<file path="config.mk">
export PLATFORM = sky130hd
export DESIGN_NAME = ea_unit
export DESIGN_NICKNAME = d
export VERILOG_FILES = /design/src/rtl/ea_pkg.sv /design/src/rtl/ea_step.sv /design/src/rtl/ea_index.sv /design/src/rtl/ea_operand.sv /design/src/rtl/ea_unit.sv
export SDC_FILE = /design/constraint.sdc
export NUM_CORES = 1
export LEC_CHECK = 0
export CAP_MARGIN = 20
export CORE_AREA = 8 8 265 267
export CTS_BUF_LIST = sky130_fd_sc_hd__clkbuf_16
export CTS_CLUSTER_SIZE = 10
export DETAILED_ROUTE_END_ITERATION = 6
export DIE_AREA = 0 0 273 275
export PLACE_DENSITY_LB_ADDON = 0.12
export RECOVER_POWER = 25
export REMOVE_ABC_BUFFERS = 1
export SLEW_MARGIN = 10
export SYNTH_ARGS = -nofsm -noshare
export SYNTH_HDL_FRONTEND = slang
export SYNTH_SLANG_ARGS = --single-unit
</file>
<file path="constraint.sdc">
create_clock -name clk -period 10.31 [get_ports clk]
set_clock_uncertainty 0.2 [all_clocks]
set_input_delay 2.062 -clock clk [delete_from_list [all_inputs] [get_ports clk]]
set_output_delay 2.062 -clock clk [all_outputs]
set_load 0.02 [all_outputs]
</file>
<file path="src/rtl/ea_pkg.sv">
// Shared widths, mode codes and size codes for the effective address unit.
// Assumes the data width is exactly two extension words wide.
package ea_pkg;
    localparam int EA_DW   = 32;
    localparam int EA_EW   = 16;
    localparam int EA_NREG = 8;
    localparam int EA_RW   = $clog2(EA_NREG);

    typedef enum logic [3:0] {
        M_DDIR    = 4'd0,
        M_ADIR    = 4'd1,
        M_IND     = 4'd2,
        M_POSTINC = 4'd3,
        M_PREDEC  = 4'd4,
        M_DISP    = 4'd5,
        M_INDEX   = 4'd6,
        M_ABSW    = 4'd7,
        M_ABSL    = 4'd8,
        M_PCDISP  = 4'd9,
        M_PCINDEX = 4'd10,
        M_IMM     = 4'd11
    } ea_mode_e;

    localparam logic [1:0] SZ_BYTE = 2'd0;
    localparam logic [1:0] SZ_WORD = 2'd1;
    localparam logic [1:0] SZ_LONG = 2'd2;
endpackage

</file>
<file path="src/rtl/ea_step.sv">
// Post-increment / pre-decrement adjuster.
// Picks the step from the operand size, forcing a step of 2 for byte
// accesses through the stack register so it stays word aligned.
// Assumes size code 3 is never presented (it is treated as long).
module ea_step #(
    parameter int DW     = 32,
    parameter int RW     = 3,
    parameter int SP_IDX = 7
) (
    input  logic [DW-1:0] base,
    input  logic [1:0]    size,
    input  logic [RW-1:0] reg_sel,
    input  logic          dec,
    output logic [DW-1:0] new_val
);
    import ea_pkg::*;

    logic [2:0] step;

    // Step amount in bytes for the current access.
    always_comb begin
        case (size)
            SZ_BYTE: step = (reg_sel == RW'(SP_IDX)) ? 3'd2 : 3'd1;
            SZ_WORD: step = 3'd2;
            default: step = 3'd4;
        endcase
    end

    // Apply the step in the requested direction.
    always_comb begin
        if (dec) new_val = base - DW'(step);
        else     new_val = base + DW'(step);
    end
endmodule

</file>
<file path="src/rtl/ea_index.sv">
// Brief-format index offset: sign-extended 8-bit displacement plus an
// index register chosen and sized by fields of the extension word.
// Assumes bit 15 = file select, bits 14:12 = register, bit 11 = long index.
module ea_index #(
    parameter int DW   = 32,
    parameter int EW   = 16,
    parameter int NREG = 8
) (
    input  logic [EW-1:0]            ext,
    input  logic [NREG-1:0][DW-1:0]  areg,
    input  logic [NREG-1:0][DW-1:0]  dreg,
    output logic [DW-1:0]            offset
);
    localparam int RW      = $clog2(NREG);
    localparam int SEL_BIT = EW - 1;
    localparam int NUM_LO  = EW - 1 - RW;
    localparam int LONG_BIT = NUM_LO - 1;
    localparam int DISP_W  = 8;

    logic [RW-1:0] xnum;
    logic [DW-1:0] xraw;
    logic [DW-1:0] xval;
    logic [DW-1:0] disp;

    // Pick the index register from the chosen file.
    always_comb begin
        xnum = ext[SEL_BIT-1:NUM_LO];
        xraw = ext[SEL_BIT] ? areg[xnum] : dreg[xnum];
    end

    // Size the index and sign-extend the short displacement.
    always_comb begin
        xval   = ext[LONG_BIT] ? xraw : {{(DW-EW){xraw[EW-1]}}, xraw[EW-1:0]};
        disp   = {{(DW-DISP_W){ext[DISP_W-1]}}, ext[DISP_W-1:0]};
        offset = disp + xval;
    end
endmodule

</file>
<file path="src/rtl/ea_operand.sv">
// Operand value for non-memory modes: register direct (masked to size)
// and immediate data taken from the extension words.
// Assumes the data width equals two extension words.
module ea_operand #(
    parameter int DW   = 32,
    parameter int EW   = 16,
    parameter int NREG = 8
) (
    input  logic [3:0]               mode,
    input  logic [1:0]               size,
    input  logic [$clog2(NREG)-1:0]  reg_sel,
    input  logic [EW-1:0]            ext0,
    input  logic [EW-1:0]            ext1,
    input  logic [NREG-1:0][DW-1:0]  areg,
    input  logic [NREG-1:0][DW-1:0]  dreg,
    output logic [DW-1:0]            value
);
    import ea_pkg::*;

    localparam int BW = 8;

    logic [DW-1:0] src;

    // Raw source value before size masking.
    always_comb begin
        case (ea_mode_e'(mode))
            M_DDIR:  src = dreg[reg_sel];
            M_ADIR:  src = areg[reg_sel];
            M_IMM:   src = {ext0, ext1};
            default: src = '0;
        endcase
    end

    // Size selection; immediates sit in the low byte or word of ext0.
    always_comb begin
        value = '0;
        if (ea_mode_e'(mode) == M_IMM) begin
            case (size)
                SZ_BYTE: value = {{(DW-BW){1'b0}}, ext0[BW-1:0]};
                SZ_WORD: value = {{(DW-EW){1'b0}}, ext0};
                default: value = src;
            endcase
        end else begin
            case (size)
                SZ_BYTE: value = {{(DW-BW){1'b0}}, src[BW-1:0]};
                SZ_WORD: value = {{(DW-EW){1'b0}}, src[EW-1:0]};
                default: value = src;
            endcase
        end
    end
endmodule

</file>
<file path="src/rtl/ea_unit.sv">
// Effective address unit top. Unpacks the register files, combines the
// step, index and operand helpers per mode, and registers the results
// one cycle after req_valid. The address register write is a one-cycle pulse.
// Assumes req_valid is low during reset and size never equals 3.
module ea_unit #(
    parameter int DW     = ea_pkg::EA_DW,
    parameter int EW     = ea_pkg::EA_EW,
    parameter int NREG   = ea_pkg::EA_NREG,
    parameter int SP_IDX = NREG - 1
) (
    input  logic                    clk,
    input  logic                    rst_n,
    input  logic                    req_valid,
    input  logic [3:0]              mode,
    input  logic [1:0]              size,
    input  logic [2:0]              reg_sel,
    input  logic [15:0]             ext0,
    input  logic [15:0]             ext1,
    input  logic [31:0]             ext_pc,
    input  logic [255:0]            areg_flat,
    input  logic [255:0]            dreg_flat,
    output logic                    res_valid,
    output logic [31:0]             ea,
    output logic                    an_wr_en,
    output logic [2:0]              an_wr_idx,
    output logic [31:0]             an_wr_val,
    output logic [31:0]             opnd_val,
    output logic [1:0]              ext_used
);
    import ea_pkg::*;

    localparam int RW = $clog2(NREG);

    logic [NREG-1:0][DW-1:0] areg;
    logic [NREG-1:0][DW-1:0] dreg;

    // Unpack one register of each file per generate iteration.
    for (genvar g = 0; g < NREG; g++) begin : g_unpack
        assign areg[g] = areg_flat[g*DW +: DW];
        assign dreg[g] = dreg_flat[g*DW +: DW];
    end

    logic [DW-1:0] an_cur;
    logic [DW-1:0] an_next;
    logic [DW-1:0] idx_off;
    logic [DW-1:0] opnd_c;
    logic [DW-1:0] disp16;
    logic [DW-1:0] ea_c;
    logic [DW-1:0] wv_c;
    logic          we_c;
    logic [1:0]    ext_c;
    logic          is_dec;

    assign an_cur = areg[reg_sel];
    assign disp16 = {{(DW-EW){ext0[EW-1]}}, ext0};
    assign is_dec = (ea_mode_e'(mode) == M_PREDEC);

    ea_step #(.DW(DW), .RW(RW), .SP_IDX(SP_IDX)) u_step (
        .base    (an_cur),
        .size    (size),
        .reg_sel (reg_sel),
        .dec     (is_dec),
        .new_val (an_next)
    );

    ea_index #(.DW(DW), .EW(EW), .NREG(NREG)) u_index (
        .ext    (ext0),
        .areg   (areg),
        .dreg   (dreg),
        .offset (idx_off)
    );

    ea_operand #(.DW(DW), .EW(EW), .NREG(NREG)) u_opnd (
        .mode    (mode),
        .size    (size),
        .reg_sel (reg_sel),
        .ext0    (ext0),
        .ext1    (ext1),
        .areg    (areg),
        .dreg    (dreg),
        .value   (opnd_c)
    );

    // Per-mode address, write-back and extension word count.
    always_comb begin
        ea_c  = '0;
        wv_c  = '0;
        we_c  = 1'b0;
        ext_c = 2'd0;
        case (ea_mode_e'(mode))
            M_IND:     ea_c = an_cur;
            M_POSTINC: begin ea_c = an_cur;  wv_c = an_next; we_c = 1'b1; end
            M_PREDEC:  begin ea_c = an_next; wv_c = an_next; we_c = 1'b1; end
            M_DISP:    begin ea_c = an_cur + disp16;  ext_c = 2'd1; end
            M_INDEX:   begin ea_c = an_cur + idx_off; ext_c = 2'd1; end
            M_ABSW:    begin ea_c = disp16;           ext_c = 2'd1; end
            M_ABSL:    begin ea_c = {ext0, ext1};     ext_c = 2'd2; end
            M_PCDISP:  begin ea_c = ext_pc + disp16;  ext_c = 2'd1; end
            M_PCINDEX: begin ea_c = ext_pc + idx_off; ext_c = 2'd1; end
            M_IMM:     ext_c = (size == SZ_BYTE || size == SZ_WORD) ? 2'd1 : 2'd2;
            default:   ;
        endcase
    end

    // Result stage: load on request, write pulse lasts one cycle.
    always_ff @(posedge clk) begin
        if (!rst_n) begin
            res_valid <= 1'b0;
            an_wr_en  <= 1'b0;
            ea        <= '0;
            an_wr_idx <= '0;
            an_wr_val <= '0;
            opnd_val  <= '0;
            ext_used  <= '0;
        end else begin
            res_valid <= req_valid;
            an_wr_en  <= req_valid && we_c;
            if (req_valid) begin
                ea        <= ea_c;
                an_wr_idx <= reg_sel;
                an_wr_val <= wv_c;
                opnd_val  <= opnd_c;
                ext_used  <= ext_c;
            end
        end
    end
endmodule

</file>
==> key figures <==
Outcome
  • Run status: finished with violations
  • Failing checks: max-capacitance violations, max-slew violations

Timing
  • Final Setup Violations: 0
  • Number of failing hold endpoints at the final stage: 0
  • Max Slew Vio Count: 42
  • Headroom to the max-slew limit: -51.05%
  • Actual slew at the worst max-slew pin: 2.266 ns
  • Post-layout worst setup margin: 1.385 ns
  • Highest achievable clock rate: 112.0 MHz
  • Setup repair after global routing missed its margin: no
  • Post-route fraction of the period consumed by the critical path: 86.57%
  • Setup total negative slack: 0 ns
  • Min Clock Period, post-route: 8.925 ns

Critical path
  • Minimum setup slack among reg-to-reg paths: 8.63 ns
  • Crit Path Category: input port to flip-flop
  • Arrival time of the worst setup path: 8.95 ns
  • Data required time of the critical path: 10.34 ns
  • Kind of start point of the critical path: input port
  • Worst r2r dst: ea[28]
  • Worst-path fanout max: 71
  • Length in cells of the worst reg-to-reg path: 4
  • Kind of end point of the critical path: flip-flop
  • Reg-to-reg startpoint: ea[28]

Logic synthesis
  • Area of the mapped netlist: 19140 um2
  • Share of the yosys chip area belonging to registers: 10.77%
  • Largest area contributor in the synthesized netlist: mux4_2
  • Post-synthesis register bit count: 103
  • Most used flip-flop cell after synthesis: dfxtp_1
  • Post-synthesis average cell area: 9.499 um2
  • Share of the synthesized area in the top cell type: 33.77%
  • Most numerous cell in the Yosys netlist: mux4_2
  • Count of flip-flops with a built-in enable after synthesis: 0
  • Most frequent cells after synthesis: mux4_2 (287), nand2_1 (202), o21ai_0 (186)
  • Synth area leaders: mux4_2 (34%), dfxtp_1 (11%), ha_1 (8.4%), o21ai_0 (4.9%), nand2_1 (4.0%)
  • Cells after Synth: 2015
  • Yosys cell types: 67
  • Share of synthesized flip-flops with an asynchronous set or reset: 0%
  • Ys Warns: 0

Clock tree
  • Clock network latency to the later pin of the worst-skew pair: 0.38 ns
  • Clock Path Buffers: 2
  • Number of sinks driven by the clock tree: 103
  • Root Driver: clkbuf_16
  • H-Tree Depth: 3
  • Register clock-pin slew on the reported worst setup and hold paths: 0.08 ns
  • Number of buffers added by the clock tree synthesis step: 9
  • TritonCTS clock tree: done
  • Post-cts sizing count: 0
  • Number of post-CTS setup repair buffers: 0
  • Quantity of hold-fixing buffers added after cts: 0

Global route
  • Largest net degree at the start of global routing: 93
  • Met1 track demand over resource: 36.69%
  • Vias in the first global route: 21477
  • Aggregate global routing overflow: 0
  • Number of antenna violations at the first check in global routing: 35
  • Grt peak-use layer: met2
  • Global routing usage summed across all routing layers: 28.30%
  • GR Layer Usage met2: 47.19%
  • Met3 Usage GRT: 6.013%
  • Global-route wire length before repair: 156100 um

Die
  • Effective utilization at floorplan: 28.86%
  • Row count: 95
  • IO Count: 691
  • Full die area: 75080 um2
  • Placeable Area: 66330 um2
  • Die Ht: 275 um
  • Horizontal die dimension: 273 um

Min path
  • Class of the tightest hold or removal check: flip-flop to flip-flop
  • Count of cells along the worst hold path: 2
  • Hold path start: ea[10]
  • Hold path endpoint: ea[10]

Power
  • Clock network fraction of design power: 16.0%
  • Lkg Pwr: 0.01021 uW
  • Cell area power density: 89.49 nW/um2
  • Comb power frac: 66.6%
  • Sequential cell fraction of total power: 17.4%
  • Largest voltage drop on the vdd net: 0.07159 mV
  • Total internal power: 1361 uW
  • Overall power after layout: 2433 uW
  • Net switching share of the total power: 44.05%
  • Power dissipated by switching net loads: 1072 uW

Finish
  • Fill cell instance count of the final layout: 6528
  • Non-filler instance count after layout: 3496
  • Final instance area: 27180 um2
  • Fraction of final layout cells sized beyond drive strength 1: 14.75%
  • Nets: 3318
  • Storage cell area: 2062 um2
  • Signed area change from the synthesized netlist to the final layout: 42.01%
  • Area of the multi-input gates: 16360 um2

Run
  • Max-cap violations: 1

Drt
  • Routed WL: 111500 um
  • Routed via count divided by cell count: 6.017
  • Remaining number of nets flagged by the antenna check after routing: 0
  • Detailed-routing iteration count for the pre-antenna-repair pass: 7
  • Number of DRC markers after the initial detailed-route iteration: 2000
  • Average routed wire per standard cell: 31.90 um
  • Count of vias placed by the detailed router: 21034
  • Post-route DRC violation count: 0

Place
  • Placer's final routability congestion estimate: 0.9467
  • Placed instance area: 26830 um2
  • Buffers added on ports: 690
  • Cells after DPL: 3460
  • Worst slack at placement: 1.006 ns
  • Detailed placement HPWL: 93740 um
## cells by family after synthesis
group / synth area share, %
buffers and inverters: 3.896
xor gates and xnor gates: 5.027
and+or+nand+nor: 10.69
adders and majority gates: 8.786
muxes: 37.77
DFF: 10.77
AOI/OAI and AO/OA: 23.06
## sequential cells by signal (all words and copies together), names as in the netlist
name	cells
an_wr_val	32
ea	32
opnd_val	32
an_wr_idx	3
ext_used	2
an_wr_en	1
res_valid	1
## cells in the final DEF (no fill, tap or decap), types with 7 or more instances in the layout
master           count
a211oi_1            18
a21o_1              52
a21oi_1            143
a221oi_1            54
a222oi_1            11
a22o_1              31
a31oi_1             16
and2_1               9
buf_4               34
clkbuf_16            9
clkdlybuf4s50_1    635
dfxtp_1            103
diode_2             20
dlygate4sd3_1       48
ha_1               128
inv_1               37
mux2_2              27
mux2i_1             46
mux4_2             287
nand2_1            202
nand2b_1            29
nand3_1             27
nand4_1              7
nor2_1              91
nor2b_1             21
nor3_1              22
o211a_1             17
o211ai_1            32
o21a_1              17
o21ai_0            186
o21bai_1            14
o221ai_1            13
o22ai_1             10
o31ai_1              7
or3_1                8
xnor2_1             58
xor2_1              50
## power by group through the flow
stage	logic, uW	clock network (uW)	registers, uW
floorplan	859	0	450
global placement	1580	0	434
detailed placement	1590	0	434
CTS	1600	401	425
global route	1720	410	426
finish	1620	389	424
## routing by layer
metal | part of all wire [%] | up-vias | routed length (um)
met5 | 0.020 | - | 22
met4 | 2.7 | 4 | 3028
met3 | 7.5 | 142 | 8383
met2 | 48 | 1026 | 53590
met1 | 42 | 10549 | 46510
li1 | - | 9313 | -
## through the flow
stage	util [%]	hold WS (ns)
final	40.98	0.2528
after global routing	40.96	0.2777
after CTS	40.91	0.2651
after detailed placement	40.45	0.2437
after global placement	40.45	0.2394
after floorplan	-	0.3334
## critical path, cell delays in order
cell	delay, ns
buf_8	0.55
buf_4	0.72
mux4_2	0.58
mux4_2	0.47
nand2_1	0.09
nand2_1	0.06
ha_1	0.37
and4_1	0.21
a21oi_1	0.16
nand2_1	0.09
o31a_1	0.29
o21a_1	0.23
o21ai_0	0.16
nand2b_1	0.09
xnor2_1	0.27
o21ai_0	0.18
ha_1	0.44
nand2_1	0.13
nor2b_1	0.16
o311a_1	0.23
o2111ai_1	0.20
a311oi_1	0.48
a31oi_1	0.16
and2_1	0.18
mux2i_1	0.13
a32oi_1	0.11
## area by class of cell
| type | instances | share of cell area (%) |
|---|---|---|
| Clock inverter | 7 | 0.2900 |
| Antenna cell | 20 | 0.1841 |
| Multi-Input combinational cell | 1722 | 60.18 |
| Inverter | 38 | 0.5248 |
| Clock buffer | 9 | 0.8286 |
| Sequential cell | 103 | 7.586 |
| Timing Repair Buffer | 724 | 26.39 |
| Tap cell | 873 | 4.019 |
## how the worst max path moves through the flow
stage,from,endpoint,cells after the start
finish,ext0[12],ea[31],26
global route,ext0[12],ea[31],26
CTS,ext0[12],ea[31],26
detailed placement,ext0[12],ea[31],26
global placement,ext0[12],ea[31],26
floorplan,ext0[12],ea[31],27
No activity file was read; power rests on OpenSTA's default activity.
